**src/rtl/bga_pkg.sv**
```systemverilog
package bga_pkg;

  typedef enum logic [1:0] {
    ARB_IDLE     = 2'd0,
    ARB_GRANTED  = 2'd1,
    ARB_RELEASED = 2'd2,
    ARB_RECLAIM  = 2'd3
  } arb_state_t;

  localparam int unsigned STALL_SRCS = 3;

endpackage

```
**src/rtl/bga_sync.sv**
```systemverilog
module bga_sync #(
  parameter int unsigned STAGES = 2
) (
  input  logic clk,
  input  logic rst,
  input  logic req_n_async,
  output logic req_seen
);
  localparam int unsigned LAST = STAGES - 1;

  logic [STAGES-1:0] chain_q;

  always_ff @(posedge clk) begin
    if (rst) begin
      chain_q <= '0;
    end else begin
      chain_q[0] <= ~req_n_async;
      for (int i = 1; i < STAGES; i++) begin
        chain_q[i] <= chain_q[i-1];
      end
    end
  end

  assign req_seen = chain_q[LAST];

endmodule

```
**src/rtl/bga_hold.sv**
```systemverilog
module bga_hold #(
  parameter int unsigned N_STALL = 3
) (
  input  logic               cyc_pend,
  input  logic               cyc_start,
  input  logic               rmw_lock,
  input  logic [N_STALL-1:0] stall_src,
  output logic               hold
);
  logic stalled;
  logic committed_waiting;

  always_comb begin
    stalled           = |stall_src;
    committed_waiting = cyc_pend & ~cyc_start & ~stalled;
    hold              = rmw_lock | committed_waiting;
  end

endmodule

```
**src/rtl/bga_ctrl.sv**
```systemverilog
module bga_ctrl
  import bga_pkg::*;
(
  input  logic clk,
  input  logic rst,
  input  logic req_seen,
  input  logic hold,
  input  logic as_active,
  output logic grant_q,
  output logic drive_q
);
  arb_state_t st_q;

  always_ff @(posedge clk) begin
    if (rst) begin
      st_q    <= ARB_IDLE;
      grant_q <= 1'b0;
      drive_q <= 1'b1;
    end else begin
      unique case (st_q)
        ARB_IDLE: begin
          if (req_seen && !hold) begin
            grant_q <= 1'b1;
            st_q    <= ARB_GRANTED;
          end
        end
        ARB_GRANTED: begin
          if (!req_seen) begin
            grant_q <= 1'b0;
            st_q    <= ARB_IDLE;
          end else if (!as_active) begin
            drive_q <= 1'b0;
            st_q    <= ARB_RELEASED;
          end
        end
        ARB_RELEASED: begin
          if (!req_seen) begin
            grant_q <= 1'b0;
            st_q    <= ARB_RECLAIM;
          end
        end
        ARB_RECLAIM: begin
          drive_q <= 1'b1;
          st_q    <= ARB_IDLE;
        end
        default: st_q <= ARB_IDLE;
      endcase
    end
  end

endmodule

```
**src/rtl/bus_grant_arbiter.sv**
```systemverilog
module bus_grant_arbiter #(
  parameter int unsigned SYNC_STAGES = 2
) (
  input  logic clk,
  input  logic rst,
  input  logic req_n_async,
  input  logic cyc_pend,
  input  logic cyc_start,
  input  logic as_active,
  input  logic rmw_lock,
  input  logic cpu_reset,
  input  logic cpu_halt,
  input  logic dbl_fault,
  output logic grant_n,
  output logic bus_drive_en
);
  localparam int unsigned NS = bga_pkg::STALL_SRCS;

  logic          req_seen;
  logic          hold;
  logic          grant_q;
  logic          drive_q;
  logic [NS-1:0] stall_src;

  assign stall_src = {dbl_fault, cpu_halt, cpu_reset};

  bga_sync #(.STAGES(SYNC_STAGES)) u_sync (
    .clk(clk), .rst(rst), .req_n_async(req_n_async), .req_seen(req_seen)
  );

  bga_hold #(.N_STALL(NS)) u_hold (
    .cyc_pend(cyc_pend), .cyc_start(cyc_start), .rmw_lock(rmw_lock),
    .stall_src(stall_src), .hold(hold)
  );

  bga_ctrl u_ctrl (
    .clk(clk), .rst(rst), .req_seen(req_seen), .hold(hold),
    .as_active(as_active), .grant_q(grant_q), .drive_q(drive_q)
  );

  assign grant_n      = ~grant_q;
  assign bus_drive_en = drive_q;

endmodule

```
**config.mk**
```make
export PLATFORM = sky130hd
export DESIGN_NAME = bus_grant_arbiter
export DESIGN_NICKNAME = d
export VERILOG_FILES = /design/src/rtl/bga_pkg.sv /design/src/rtl/bga_sync.sv /design/src/rtl/bga_hold.sv /design/src/rtl/bga_ctrl.sv /design/src/rtl/bus_grant_arbiter.sv
export SDC_FILE = /design/constraint.sdc
export NUM_CORES = 1
export LEC_CHECK = 0
export BUFFER_PORTS_ARGS = -buffer_cell sky130_fd_sc_hd__buf_4
export CORE_AREA = 2 2 39 41
export CTS_CLUSTER_DIAMETER = 50
export DETAILED_ROUTE_END_ITERATION = 7
export DIE_AREA = 0 0 41 43
export GPL_ROUTABILITY_DRIVEN = 0
export HOLD_SLACK_MARGIN = 0.03
export REMOVE_ABC_BUFFERS = 1
export SLEW_MARGIN = 15
export SYNTH_ARGS = -nofsm -noshare
export SYNTH_HDL_FRONTEND = slang
export SYNTH_SLANG_ARGS = --single-unit
```
**constraint.sdc**
```tcl
create_clock -name clk -period 1.6 [get_ports clk]
set_input_delay 0.08 -clock clk [delete_from_list [all_inputs] [get_ports clk]]
set_output_delay 0.08 -clock clk [all_outputs]
set_load 0.1 [all_outputs]
```
==> impl_metrics.env <==
export IMPL_vias=322
export IMPL_rsz0062_at_grt="no"
export IMPL_root_buffer="clkbuf_4"
export IMPL_htree_levels=1
export IMPL_ctsLongestPathBuffers=2
export IMPL_hold_ws_ps=51.1
export IMPL_synthesis_area_um2=340
export IMPL_rr_startpoint="u_ctrl.st_q[0]"
export IMPL_die_y_um=43
export IMPL_grt_pass1_wl_mm=1.26
export IMPL_fmax_mhz=712
export IMPL_start_kind="flop"
export IMPL_clk_pin_slew_worst_paths_ps=40
export IMPL_leakagePower_nw=0.216
export IMPL_hold_class="in2reg"
export IMPL_rr_worst_depth=6
export IMPL_coreArea_um2=1380
export IMPL_clock_skew_ps=0.865
export IMPL_die_area_um2=1760
export IMPL_antenna_found_initial=0
export IMPL_grt_max_degree=8
export IMPL_tightest_slew_ps=277
export IMPL_drt_total_wl_um=717
export IMPL_ant_nets=0
export IMPL_hp_start="rst"
export IMPL_pin_count=12
export IMPL_critical_path_peak_fanout=4
export IMPL_outcome="finished clean"
export IMPL_power_total_w=0.000382
export IMPL_yosys_warnings=0
export IMPL_cts_hold_buf=1
export IMPL_final_util_pct=34.4
export IMPL_drc_errors=0
export IMPL_wire_per_inst_um=10.1
export IMPL_cp_arrival_ps=1530
export IMPL_design_area_um2=475
export IMPL_hold_violations=0
export IMPL_synth_seq_cells=6
export IMPL_ys_seq_area_share_pct=35.3
export IMPL_die_w_um=41
export IMPL_drive_gt1_share_pct=29.1
export IMPL_critical_path_required_ps=1730
export IMPL_cts_tree="built"
export IMPL_portBuffers=11
export IMPL_numCtsBuffers=3
export IMPL_p_per_area_nw_per_um2=803
export IMPL_period_needed_ps=1400
export IMPL_antenna_cells=0
export IMPL_first_pass_iters=2
export IMPL_syn_avg_cell_area_um2=8.51
export IMPL_worstHoldEndpoint="u_sync.chain_q[0]"
export IMPL_min_path_cells=2
export IMPL_worst_setup_path_type="reg2reg"
export IMPL_setup_tns_final_ps=0
export IMPL_yosysUniqueCellTypes=17
export IMPL_postCtsSetupBuffers=0
export IMPL_cap_viol_max_count=0
export IMPL_start_util_pct=24.6
export IMPL_endpoint_kind="flop"
export IMPL_clock_sinks=6
export IMPL_syn_inst=40
export IMPL_grt_pass1_vias=340
export IMPL_clk_latency_ps=240
export IMPL_fin_nets=71
export IMPL_gr_usage_all_layers_pct=10.8
export IMPL_slew_headroom_pct=81.4
export IMPL_overflow=0
export IMPL_drv_slew=0
export IMPL_max_vdd_ir_drop_mv=0.361
export IMPL_cts_resized=0
export IMPL_area_delta_synth_final_pct=39.7
export IMPL_viasPerCell=4.54
export IMPL_row_count=14
export IMPL_dpl_instance_area_um2=443
export IMPL_period_share_pct=87.8
export IMPL_setup_viol=0
export IMPL_drt_initial_drc_count=1
export IMPL_r2r_slack_ps=200
## synthesized netlist by cell type
master    count  area, um^2
nor2_1        3        11.3
a21oi_1       4        20.0
o21ai_0       3        15.0
o21bai_1      1        7.51
nand2_1       2        7.51
inv_1         6        22.5
ha_1          4        50.1
nand3_1       2        10.0
nor2b_1       1        6.26
a21o_1        1        7.51
nor4_2        1        12.5
mux2_4        1        15.0
a211oi_1      2        15.0
nand2b_1      1        6.26
dfxtp_1       6         120
nor3_1        1        5.00
a311oi_1      1        8.76
## layout make-up
type,instances,area [um^2]
multi-input combinational,28,198
tap,16,20.0
timing repair buffer,12,92.6
clock buffer,3,22.5
fill,149,908
sequential,6,120
inverter,6,22.5
## placed cells by master (no fill, tap or decap), drive strengths merged
master       count
a21oi            4
ha               4
a311oi           1
nor2             3
nor2b            1
inv              6
dfxtp            6
nand3            2
o21bai           1
mux2             1
o21ai            3
clkbuf           3
a21o             1
nand2            2
nor4             1
nor3             1
buf             11
a211oi           2
nand2b           1
dlygate4sd3      1
## layer usage
layer / GRT usage, % / vias to the layer above / wire, um
met1: 11.4 / 148 / 296
li1: - / 169 / -
met4: 6.00 / 0 / 0
met2: 16.6 / 5 / 387
met3: 5.24 / 0 / 33
met5: 0 / - / 0
## logic make-up after synthesis
family	after synthesis	synth area share (%)
simple gates	11	17.3
fa+ha+maj	4	14.7
mux	1	4.41
compound gates	12	21.7
buf+inv	6	6.62
flops	6	35.3
## metrics by stage
step,instances,setup slack [ps]
final,71,196
after global routing,71,89.1
after CTS,71,185
after detailed placement,67,192
after global placement,67,204
after floorplan,40,277
## critical path: stages (launching register included)
cell and delay [ps]:
dfxtp_1 360, inv_1 100, ha_1 220, a21o_1 150
nand2_1 70, nand3_1 90, mux2_4 300
## power breakdown
group           total, W  internal (W)  switching (W)
sequential      0.000165      0.000158     0.00000649
clock           0.000136     0.0000846      0.0000511
combinational  0.0000817     0.0000366      0.0000451
## how the worst max path moves through the flow
stage / cells past startpoint / slack, ps / to / start
detailed placement: 6 / 190 / flop / u_ctrl.st_q[0]
floorplan: 6 / 280 / flop / flop
global placement: 6 / 200 / flop / u_ctrl.st_q[0]
global route: 5 / 90 / flop / u_ctrl.st_q[0]
finish: 6 / 200 / flop / u_ctrl.st_q[0]
CTS: 6 / 190 / flop / u_ctrl.st_q[0]
No activity file was read; power rests on OpenSTA's default activity.
